<file path="config.mk">
export PLATFORM = sky130hd
export DESIGN_NAME = can_mode_ctrl
export DESIGN_NICKNAME = d
export VERILOG_FILES = /design/src/rtl/can_mode_pkg.sv /design/src/rtl/recessive_run_cnt.sv /design/src/rtl/busoff_recovery.sv /design/src/rtl/can_mode_ctrl.sv
export SDC_FILE = /design/constraint.sdc
export NUM_CORES = 1
export LEC_CHECK = 0
export BUFFER_PORTS_ARGS = -buffer_cell sky130_fd_sc_hd__buf_2
export CORE_AREA = 2 2 54 56
export CTS_BUF_LIST = sky130_fd_sc_hd__clkbuf_8
export DETAILED_ROUTE_END_ITERATION = 7
export DIE_AREA = 0 0 56 58
export PLACE_DENSITY_LB_ADDON = 0.08
export SLEW_MARGIN = 10
export SYNTH_ARGS = -nofsm -noshare
export SYNTH_HDL_FRONTEND = slang
export SYNTH_SLANG_ARGS = --single-unit
</file>
<file path="constraint.sdc">
create_clock -name clk -period 4.5 [get_ports clk]
set_clock_uncertainty 0.1 [all_clocks]
set_input_delay 0.225 -clock clk [delete_from_list [all_inputs] [get_ports clk]]
set_output_delay 0.225 -clock clk [all_outputs]
set_load 0.03 [all_outputs]
</file>
<file path="src/rtl/can_mode_pkg.sv">
package can_mode_pkg;
  typedef enum logic [2:0] {
    MODE_SLEEP  = 3'd0,
    MODE_INIT   = 3'd1,
    MODE_SYNC   = 3'd2,
    MODE_NORMAL = 3'd3,
    MODE_BUSOFF = 3'd4
  } mode_e;
endpackage

</file>
<file path="src/rtl/recessive_run_cnt.sv">
// Counts consecutive recessive bits; pulses when a full run completes.
module recessive_run_cnt #(
  parameter int RUN_BITS = 11
) (
  input  logic clk,
  input  logic rst_n,
  input  logic clr_i,
  input  logic strobe_i,
  input  logic rx_i,
  output logic run_done_o
);
  localparam int CW = $clog2(RUN_BITS);

  logic [CW-1:0] cnt_q;

  assign run_done_o = strobe_i && rx_i && !clr_i && (cnt_q == CW'(RUN_BITS - 1));

  always_ff @(posedge clk or negedge rst_n) begin
    if (!rst_n) begin
      cnt_q <= '0;
    end else if (clr_i) begin
      cnt_q <= '0;
    end else if (strobe_i) begin
      if (!rx_i || run_done_o) cnt_q <= '0;
      else                     cnt_q <= cnt_q + 1'b1;
    end
  end
endmodule

</file>
<file path="src/rtl/busoff_recovery.sv">
// Tallies completed recessive runs during bus-off and gates the exit.
module busoff_recovery #(
  parameter int RECOV_RUNS = 128
) (
  input  logic clk,
  input  logic rst_n,
  input  logic active_i,
  input  logic run_done_i,
  input  logic init_req_i,
  input  logic auto_i,
  output logic release_o
);
  localparam int RW = $clog2(RECOV_RUNS + 1);

  logic [RW-1:0] runs_q;
  logic          seen_set_q;
  logic          sw_ok_q;
  logic          runs_met;

  assign runs_met  = (runs_q == RW'(RECOV_RUNS)) ||
                     (run_done_i && runs_q == RW'(RECOV_RUNS - 1));
  assign release_o = active_i && runs_met && (auto_i || sw_ok_q);

  always_ff @(posedge clk or negedge rst_n) begin
    if (!rst_n) begin
      runs_q     <= '0;
      seen_set_q <= 1'b0;
      sw_ok_q    <= 1'b0;
    end else if (!active_i) begin
      runs_q     <= '0;
      seen_set_q <= 1'b0;
      sw_ok_q    <= 1'b0;
    end else begin
      if (run_done_i && runs_q != RW'(RECOV_RUNS)) runs_q <= runs_q + 1'b1;
      if (init_req_i)                seen_set_q <= 1'b1;
      if (seen_set_q && !init_req_i) sw_ok_q    <= 1'b1;
    end
  end
endmodule

</file>
<file path="src/rtl/can_mode_ctrl.sv">
module can_mode_ctrl #(
  parameter int RUN_BITS   = 11,
  parameter int RECOV_RUNS = 128
) (
  input  logic clk,
  input  logic rst_n,
  input  logic init_req_i,
  input  logic sleep_req_i,
  input  logic auto_wake_i,
  input  logic auto_busoff_i,
  input  logic rx_bit_i,
  input  logic bit_strobe_i,
  input  logic frame_busy_i,
  input  logic sof_det_i,
  input  logic busoff_enter_i,
  output logic init_ack_o,
  output logic sleep_ack_o,
  output logic sync_ready_o,
  output logic sleep_req_clr_o
);
  import can_mode_pkg::*;

  mode_e mode_q, mode_d;
  logic  init_ack_q, init_ack_d;
  logic  clr_q, clr_d;
  logic  run_done;
  logic  recov_release;
  logic  sleep_go;

  recessive_run_cnt #(.RUN_BITS(RUN_BITS)) u_run (
    .clk        (clk),
    .rst_n      (rst_n),
    .clr_i      (!(mode_q == MODE_SYNC || mode_q == MODE_BUSOFF)),
    .strobe_i   (bit_strobe_i),
    .rx_i       (rx_bit_i),
    .run_done_o (run_done)
  );

  busoff_recovery #(.RECOV_RUNS(RECOV_RUNS)) u_recov (
    .clk        (clk),
    .rst_n      (rst_n),
    .active_i   (mode_q == MODE_BUSOFF),
    .run_done_i (run_done),
    .init_req_i (init_req_i),
    .auto_i     (auto_busoff_i),
    .release_o  (recov_release)
  );

  // The sleep request is masked for the cycle in which its clear is pending.
  assign sleep_go = sleep_req_i && !clr_q;

  always_comb begin
    mode_d     = mode_q;
    init_ack_d = init_ack_q;
    clr_d      = 1'b0;
    unique case (mode_q)
      MODE_SLEEP: begin
        if (init_req_i) begin
          mode_d     = MODE_INIT;
          init_ack_d = 1'b1;
        end else if (auto_wake_i && sof_det_i) begin
          mode_d = MODE_SYNC;
          clr_d  = 1'b1;
        end else if (!sleep_req_i) begin
          mode_d = MODE_SYNC;
        end
      end
      MODE_INIT: begin
        if (!init_req_i) begin
          if (sleep_go) begin
            mode_d     = MODE_SLEEP;
            init_ack_d = 1'b0;
          end else begin
            mode_d = MODE_SYNC;
          end
        end
      end
      MODE_SYNC: begin
        if (init_req_i && !frame_busy_i) begin
          mode_d     = MODE_INIT;
          init_ack_d = 1'b1;
        end else if (sleep_go && !frame_busy_i) begin
          mode_d     = MODE_SLEEP;
          init_ack_d = 1'b0;
        end else if (run_done) begin
          mode_d     = MODE_NORMAL;
          init_ack_d = 1'b0;
        end
      end
      MODE_NORMAL: begin
        if (busoff_enter_i) begin
          mode_d = MODE_BUSOFF;
        end else if (init_req_i && !frame_busy_i) begin
          mode_d     = MODE_INIT;
          init_ack_d = 1'b1;
        end else if (sleep_go && !frame_busy_i) begin
          mode_d = MODE_SLEEP;
        end
      end
      MODE_BUSOFF: begin
        if (recov_release) mode_d = MODE_NORMAL;
      end
      default: mode_d = MODE_SLEEP;
    endcase
  end

  always_ff @(posedge clk or negedge rst_n) begin
    if (!rst_n) begin
      mode_q     <= MODE_SLEEP;
      init_ack_q <= 1'b0;
      clr_q      <= 1'b0;
    end else begin
      mode_q     <= mode_d;
      init_ack_q <= init_ack_d;
      clr_q      <= clr_d;
    end
  end

  assign init_ack_o      = init_ack_q;
  assign sleep_ack_o     = (mode_q == MODE_SLEEP);
  assign sync_ready_o    = (mode_q == MODE_NORMAL);
  assign sleep_req_clr_o = clr_q;
endmodule

</file>
=== Word level (Yosys, flattened, before mapping) ===
Index checks and enable logic that the tools add are counted.

* Flip-flop bits (word level): 19
* Bits of input ports: 11
* Output and inout port bits: 4
* Word-level logic and storage cells: 87

* $add $sub $neg: 2
* Equality and inequality tests: 21
* Mux-type cells: 33
* Reductions and logical operators: 24

{| class="wikitable"
|+ Operators with widths
! operator !! number
|-
| $mux 3 || 11
|-
| $ne 2x2->1 const B || 9
|-
| $mux 8 || 2
|-
| $pmux 3 s5 || 1
|-
| $mux 1 || 14
|-
| $logic_and 1x1->1 || 12
|-
| $mux 4 || 3
|-
| $add 8x1->8 const B || 1
|-
| $eq 8x7->1 const B || 1
|-
| $eq 8x8->1 const B || 1
|-
| $ne 8x8->1 const B || 1
|-
| $reduce_and 7->1 || 1
|-
| $eq 3x2->1 const B || 2
|-
| $reduce_and 5->1 || 1
|-
| $add 4x1->4 const B || 1
|-
| $eq 4x4->1 const B || 1
|-
| $logic_not 1->1 || 4
|-
| $logic_or 1x1->1 || 4
|-
| $ne 4x1->1 const B || 1
|-
| $ne 4x2->1 const B || 1
|-
| $ne 4x3->1 const B || 1
|-
| $pmux 1 s4 || 1
|-
| $reduce_bool 4->1 || 1
|-
| $eq 3x1->1 const B || 1
|-
| other kinds (4) || 4
|}

=== Longest topological paths before layout ===
Gate-level depths: netlist of the first run.

* Depth after elaboration: 10
* Depth in mapped cells: 7
* Gate-level depth less buffers: 7

=== Cells and area by module ===
Synthesis of the first run repeated with hierarchy kept, for this count alone.

* Cell total of the unflattened synthesis: 137
* Area, all modules: 1,252.5 um^2

{| class="wikitable"
|+ Modules (own cells, without submodules)
! module !! instances !! cells each !! area each (um^2) !! seq. area each (um^2)
|-
| busoff_recovery || 1 || 57 || 530.5 || 250.2
|-
| can_mode_ctrl || 1 || 54 || 475.5 || 125.1
|-
| recessive_run_cnt || 1 || 26 || 246.5 || 100.1
|}

=== Worst setup path after synthesis of the first run ===
Ideal clock, no wire load.

* Path kind: register to register
* Start point: reg u_run.cnt_q[0]
* End point: reg mode_q[1]
* Library setup time: 0.128 ns
* Data arrival time: 1.907 ns
* Data required time: 4.272 ns
* Path slack: 2.365 ns
* Stages on the path, launching flop included: 8
* Path buffers: 0
* Clock period less this slack: 2.135 ns
* Path through: dfrtp_1 inv_1 ha_1 nand3b_1 nor4_4 a311oi_1 nor4_2 mux2_1

* Longest elaborated chain between the ends: 8
* Elaborated cells on any way between the ends: 9
* Those cells by class: eq/ne: 3; reduce/logical: 6

{| class="wikitable"
|+ RTL lines
! item !! line !! RTL
|-
| from (decl) || recessive_run_cnt.sv:14 || <nowiki>logic [CW-1:0] cnt_q;</nowiki>
|-
| from (signal assigned) || recessive_run_cnt.sv:25 || <nowiki>else cnt_q <= cnt_q + 1'b1;</nowiki>
|-
| $eq 4x4->1 (*) || recessive_run_cnt.sv:16 || <nowiki>assign run_done_o = strobe_i && rx_i && !clr_i && (cnt_q == CW'(RUN_BITS - 1));</nowiki>
|-
| $logic_and 1x1->1 (*) || recessive_run_cnt.sv:16 ||
|-
| $logic_and 1x1->1 || busoff_recovery.sv:21 || <nowiki>(run_done_i && runs_q == RW'(RECOV_RUNS - 1));</nowiki>
|-
| $logic_or 1x1->1 || busoff_recovery.sv:20 || <nowiki>assign runs_met = (runs_q == RW'(RECOV_RUNS)) ||</nowiki>
|-
| $logic_and 1x1->1 (2 in series) || busoff_recovery.sv:22 || <nowiki>assign release_o = active_i && runs_met && (auto_i || sw_ok_q);</nowiki>
|-
| $ne 2x2->1 (no source line) || - ||
|-
| $reduce_and 5->1 (no source line) (*) || - ||
|-
| to (signal assigned) || can_mode_ctrl.sv:113 || <nowiki>mode_q <= mode_d;</nowiki>
|-
| to (decl) || can_mode_ctrl.sv:23 || <nowiki>mode_e mode_q, mode_d;</nowiki>
|}

Every way passes the cells marked *; elsewhere a longest branch is shown, timed or not.
A chain may end at the register's enable or synchronous reset.

=== Worst setup path after layout of the first run ===
Ends and elaborated chain as after synthesis.

==> qor.yml, run 1 <==
cts_tree: "built"
fill_cells: 257
fin_crit_ns: 2.370
avgRoutedWirePerCell_um: 13.58
critical_path_arrival_ns: 2.40
area_growth_pct: 12.69
r2r_start: "u_run.cnt_q[0]"
cp-start-kind: "register"
hold_violations: 0
syn_area_um2: 1164
fin_setup_tns_ns: 0
cts_resized: 0
antenna_found_initial: 0
mostFrequentLayoutCells: "22 x nor2_1, 19 x dfrtp_1, 14 x buf_2"
rsz0062_at_grt: "false"
firstDrtPassIters: 4
grt_pass1_wl_mm: 4.291
multi_input_area_um2: 638.1
nNetsFinal: 165
rows: 19
design_area_um2: 1311
grtUsageTotal_pct: 16.46
ys_types: 37
via_count: 1017
antenna_cells: 0
min_period_over_period_pct: 52.67
static-leakage-power_nw: 0.6039
core-area_um2: 2663
clockBufferDepth: 2
seq_area_um2: 475.5
min_path_type: "in2reg"
syn_nets: 149
path_max_fanout: 9
whs_ns: 0.1145
initial_core_util_pct: 43.70
total_power_mw: 0.3765
synth_warnings: 0
hold_start: "sof_det_i"
synth_top_area_share_pct: 40.86
tightest_slew_ns: 0.4686
grt_pass1_vias: 991
root_buffer: "clkbuf_8"
maxCapViolations: 0
synth-seq-area-share_pct: 40.86
die_h_um: 58
synthTopCellsByArea: "dfrtp_1 41%, nor2_1 7.1%, xor2_1 4.5%"
overflow: 0
setup_slack_ns: 2.130
setup-violations-final: 0
drt_iter0_drc: 34
max_slew_margin_pct: 68.32
outcome: "completed"
cts.sinks: 19
dp_slack_ns: 2.134
avgViaCountPerCell: 5.650
gp_congestion: 0.8698
design.die.area_um2: 3248
syn_inst: 134
clk_pin_slew_ns: 0.07
htreeDepth: 1
ys_ff_latch: 19
critPathRequiredTime_ns: 4.53
yosysTopAreaCell: "dfrtp_1"
vdd.ir_drop.worst_uv: 222.6
drc: 0
final_common_cell: "nor2_1"
ios: 15
crit_type: "reg2reg"
dp_hpwl_mm: 1.836
max_freq_mhz: 421.9
fp.dieW_um: 56
numCtsBuffers: 3
drive_above_1_share_pct: 14.09
placed_area_um2: 1256
drt_wl_total_mm: 2.445
ant_nets: 0
grt_max_degree: 20
cts_setup_buffers: 0
pwr_density_cell_nw_per_um2: 287.1
cp-end-kind: "register"
slew_violations: 0
syn_avg_cell_area_um2: 8.684
startpoint: "u_run.cnt_q[0]"
clk_latency_ns: 0.25
portBuffers: 14
## through the flow
stage	utilization (%)	cells
finish	49.25	180
global route	49.25	180
CTS	49.25	180
detailed placement	47.18	175
global placement	47.18	175
floorplan	-	134
## report_power, final
part           total [mW]  internal [mW]  switching, mW
clock network       0.113         0.0605         0.0522
registers           0.195          0.184         0.0110
logic              0.0684         0.0281         0.0403
total               0.377          0.273          0.104
## sequential cells by signal, indices dropped and copies added (netlist names)
signal and cells:
sleep_req_clr_o 1, u_recov.sw_ok_q 1, u_recov.seen_set_q 1, u_run.cnt_q 4
mode_q 3, init_ack_o 1, u_recov.runs_q 8
## worst max-delay path, stage by stage (launching register included)
cell and delay, ns:
dfrtp_1 0.41, inv_1 0.09, ha_1 0.15, nand3b_1 0.17
nor4_4 0.39, a311oi_1 0.22, nor4_2 0.37, mux2_1 0.35
## layout make-up
class	instances	share of cell area, %
multi-input combinational	102	48.66
clock inverter	1	0.2863
timing repair buffer	15	6.107
sequential	19	36.26
tap	31	2.958
inverter	9	2.576
clock buffer	3	3.149
## cells in the mapped netlist
master and count:
mux2_1 1, a311oi_1 1, nor4_2 1, nand4_1 6, nand3b_1 1, buf_2 1, nor2b_1 3, or2_2 1
and4b_1 1, o21ai_0 6, mux2i_1 1, or4_1 1, a21o_1 1, a31o_1 1, nor3_1 5, o311ai_0 1
nand2_1 9, a22oi_1 2, xnor2_1 2, dfrtp_1 19, and4_1 1, a21oi_1 7, nand3_1 6, a211oi_1 1
xor2_1 6, and3_1 2, inv_1 9, clkbuf_1 3, nor4b_1 1, nand2b_1 2, o22ai_1 2, nor4_4 1
a32o_1 1, ha_1 4, nor3b_1 1, or4b_2 1, nor2_1 22
## metal layers
| metal | vias to the layer above | routed length, um | track usage [%] |
|---|---|---|---|
| met1 | 480 | 1099 | 21.79 |
| li1 | 505 | - | - |
| met5 | - | 0 | 0 |
| met2 | 30 | 1209 | 27.73 |
| met3 | 2 | 119 | 3.571 |
| met4 | 0 | 17 | 4.082 |
## cells by family after synthesis
logic type | Yosys count | share of synthesized area (%)
and+or+nand+nor | 65 | 30.32
AOI/OAI and AO/OA | 23 | 12.37
buffers and inverters | 13 | 4.300
xor gates and xnor gates | 8 | 6.022
adders and majority gates | 4 | 4.301
muxes | 2 | 1.828
DFF | 19 | 40.86
## final timing paths
path                            slack (ns)  cells after the start                 end
worst max-delay path                  2.13                      7           mode_q[1]
worst min-delay path                  0.11                      3     sleep_req_clr_o
worst max register to register        2.13                      7           mode_q[1]
worst min register to register        0.39                      2  u_recov.seen_set_q
max in group asynchronous             3.65                      2     u_recov.sw_ok_q
min in group asynchronous             0.35                      2      u_run.cnt_q[1]
## what timing repair did
| item | in CTS | in global routing |
|---|---|---|
| endpoints found under the hold margin | 19 | 0 |
| hold buffers | 1 | 0 |
| setup endpoints to repair | 0 | 0 |
Note: power is estimated with default switching activity, not from simulation.
==> inputs of run 2 (changes only) <==
--- a/config.mk
+++ b/config.mk
@@ -5,11 +5,12 @@
 export SDC_FILE = /design/constraint.sdc
 export NUM_CORES = 1
 export LEC_CHECK = 0
+export ABC_AREA = 1
 export BUFFER_PORTS_ARGS = -buffer_cell sky130_fd_sc_hd__buf_2
-export CORE_AREA = 2 2 54 56
+export CORE_AREA = 2 2 55 57
 export CTS_BUF_LIST = sky130_fd_sc_hd__clkbuf_8
 export DETAILED_ROUTE_END_ITERATION = 7
-export DIE_AREA = 0 0 56 58
+export DIE_AREA = 0 0 57 59
 export PLACE_DENSITY_LB_ADDON = 0.08
 export SLEW_MARGIN = 10
 export SYNTH_ARGS = -nofsm -noshare
==> constraint.sdc (replaced) <==
create_clock -name clk -period 2.3 [get_ports clk]
set_clock_uncertainty 0.1 [all_clocks]
set_input_delay 0.115 -clock clk [delete_from_list [all_inputs] [get_ports clk]]
set_output_delay 0.115 -clock clk [all_outputs]
set_load 0.03 [all_outputs]
==> run 2 against run 1 <==
Against the previous run: utilization up 1.7 points; non-clock buffer count up 1; sequential power rose by 120%; global-route usage increased by 0.14 points; critical path depth rose by 4; fmax is 38% higher.
==> qor.yml, run 2 <==
seq_area_um2: 475.5
fin_util_pct: 50.92
nNetsFinal: 203
synth_top_area_share_pct: 39.46
tightest_slew_ns: 0.4331
yosysTopAreaCell: "dfrtp_1"
fp.dieW_um: 57
fin_setup_tns_ns: 0
setup-violations-final: 0
antenna_cells: 0
synth_xor_xnor_area_share_pct: 2.181
drc: 0
vdd.ir_drop.worst_uv: 512.3
yosys-top-cells-count: "35 x nand2_1, 26 x inv_1, 20 x nand3_1"
rsz0062_at_grt: "false"
cp-end-kind: "register"
numCtsBuffers: 3
htreeDepth: 1
area_growth_pct: 14.54
maxCapViolations: 0
r2r_start: "u_run.cnt_q[0]"
synth_top_flop_cell: "dfrtp_1"
final_common_cell: "nand2_1"
cp-start-kind: "register"
drive_above_1_share_pct: 16.58
ff2ff_setup_slack_ns: 0.59
clk_pin_slew_ns: 0.08
min_path_type: "in2reg"
clockBufferDepth: 2
drt_wl_total_mm: 2.474
hold_violations: 0
cp_cell_sequence: "inv_1 -> ha_1 -> nand2_1 -> nor2_1 -> inv_1 -> nand3_1 -> nand2_1 -> nor2_1 -> nand2_1 -> nand2_1 -> nand2_1"
grt_pass1_wl_mm: 4.347
avgViaCountPerCell: 5.032
grt_max_degree: 20
path_buf_inv: 2
critical_path_arrival_ns: 1.78
static-leakage-power_nw: 0.6887
crit_type: "reg2reg"
worstRegToRegCells: 11
mostFrequentLayoutCells: "35 x nand2_1, 26 x inv_1, 20 x nand3_1"
max_slew_margin_pct: 71.12
ys_ff_latch: 19
design.die.area_um2: 3363
largest_reg_flops: 8
hold_start: "auto_wake_i"
min_path_cells: 3
synth_warnings: 0
ant_nets: 0
rows: 19
ios: 15
regMostFlops: "u_recov.runs_q"
pwr_density_cell_nw_per_um2: 837.5
drt_iter0_drc: 54
crit_path_max_incr_delay_ns: 0.40
initial_core_util_pct: 44.46
path_max_fanout: 3
synthTopCellsByArea: "dfrtp_1 39%, nand2_1 11%, nand3_1 8.3%"
synth_edf_count: 0
gp_congestion: 0.8413
cp_common_cell: "nand2_1"
syn_inst: 167
r2r-end: "mode_q[1]"
max_freq_mhz: 583.4
root_buffer: "clkbuf_8"
syn_nets: 182
synth-simple-area-share_pct: 33.64
synth_fa_ha_area_share_pct: 4.154
outcome: "completed"
core-area_um2: 2710
cts_tree: "built"
overflow: 0
firstDrtPassIters: 4
antenna_found_initial: 0
cp_top_family: "simple AND/OR/NAND/NOR gates"
critPathRequiredTime_ns: 2.36
syn_area_um2: 1205
portBuffers: 14
min_period_over_period_pct: 74.53
ys_types: 24
synth.most_common_cell: "nand2_1"
via_count: 1097
fill_cells: 270
cp.depth: 11
hold_path_end: "sleep_req_clr_o"
synth_top_family_by_area: "simple AND/OR/NAND/NOR gates"
largestRegisters: "u_recov.runs_q x8, u_run.cnt_q x4, mode_q x3"
synth_compound_area_share_pct: 10.59
clk_latency_ns: 0.26
grtUsageTotal_pct: 16.60
die_h_um: 59
cp_slowest_cell: "dfrtp_1"
async_flop_share_pct: 100.0
multi_input_area_um2: 609.3
grt_pass1_vias: 1050
fin_crit_ns: 1.714
syn_avg_cell_area_um2: 7.215
slew_violations: 0
cts.sinks: 19
synth-seq-area-share_pct: 39.46
avgRoutedWirePerCell_um: 11.35
dp_hpwl_mm: 1.913
synth.mux.area_fraction_pct: 0
-- run 2: worst max path at each step --
stage | start | endpoint | slack [ns]
after floorplan | mode_q[1] | init_ack_o | 0.62
after global placement | u_run.cnt_q[0] | mode_q[1] | 0.63
after detailed placement | u_run.cnt_q[0] | mode_q[1] | 0.61
after CTS | u_run.cnt_q[0] | mode_q[1] | 0.59
after global routing | u_run.cnt_q[0] | u_recov.runs_q[7] | 0.38
final | u_run.cnt_q[0] | mode_q[1] | 0.59
-- run 2: tightest hold or removal path, cell delays in order --
cell	delay, ns
buf_2	0.10
nand2_1	0.07
nor2_1	0.05
-- run 2: cell type report --
type | instances | share of cell area, %
clock buffer | 3 | 2.992
clock inverter | 1 | 0.3626
inverter | 32 | 8.704
multi-input combinational | 116 | 44.15
sequential | 19 | 34.45
tap | 31 | 2.811
timing repair buffer | 16 | 6.528
-- run 2: cell families after synthesis --
group	Yosys count
buffers and inverters	32
AND/OR/NAND/NOR	86
XOR/XNOR	3
adder cells (fa/ha/maj)	4
flip-flops	19
AO/OA/AOI/OAI	23
-- run 2: layer usage --
layer  GRT usage [%]  routed length, um  vias up
met2           27.42               1189       12
li1                -                  -      577
met5               0                  0        -
met4           7.641                 27        0
met1           21.53               1208      504
met3           2.620                 48        4
-- run 2: what timing repair did --
item / in CTS / in global routing
hold buffers: 2 / 0
hold endpoints to repair: 20 / 0
gates resized for setup: 0 / 0
buffers inserted: 0 / 0
-- run 2: stage by stage --
| stage | total power [mW] | area [um2] | worst slack, ns | hold WS, ns | instances |
|---|---|---|---|---|---|
| floorplan | 0.7967 | 1205 | 0.6178 | -0.2806 | 167 |
| finish | 1.156 | 1380 | 0.5859 | 0.01178 | 218 |
| global placement | 0.9139 | 1314 | 0.6314 | -0.006310 | 212 |
| detailed placement | 0.9164 | 1314 | 0.6056 | -0.006710 | 212 |
| CTS | 1.156 | 1380 | 0.5895 | 0.005543 | 218 |
| global route | 1.247 | 1380 | 0.3771 | 0.03216 | 218 |
-- run 2: power by group --
| part | switching [mW] | internal, mW | total [mW] | leakage (nW) |
|---|---|---|---|---|
| combinational | 0.336 | 0.155 | 0.491 | 0.404 |
| clock | 0.121 | 0.121 | 0.242 | 0.0255 |
| sequential | 0.0454 | 0.377 | 0.423 | 0.259 |
| total | 0.503 | 0.653 | 1.16 | 0.689 |
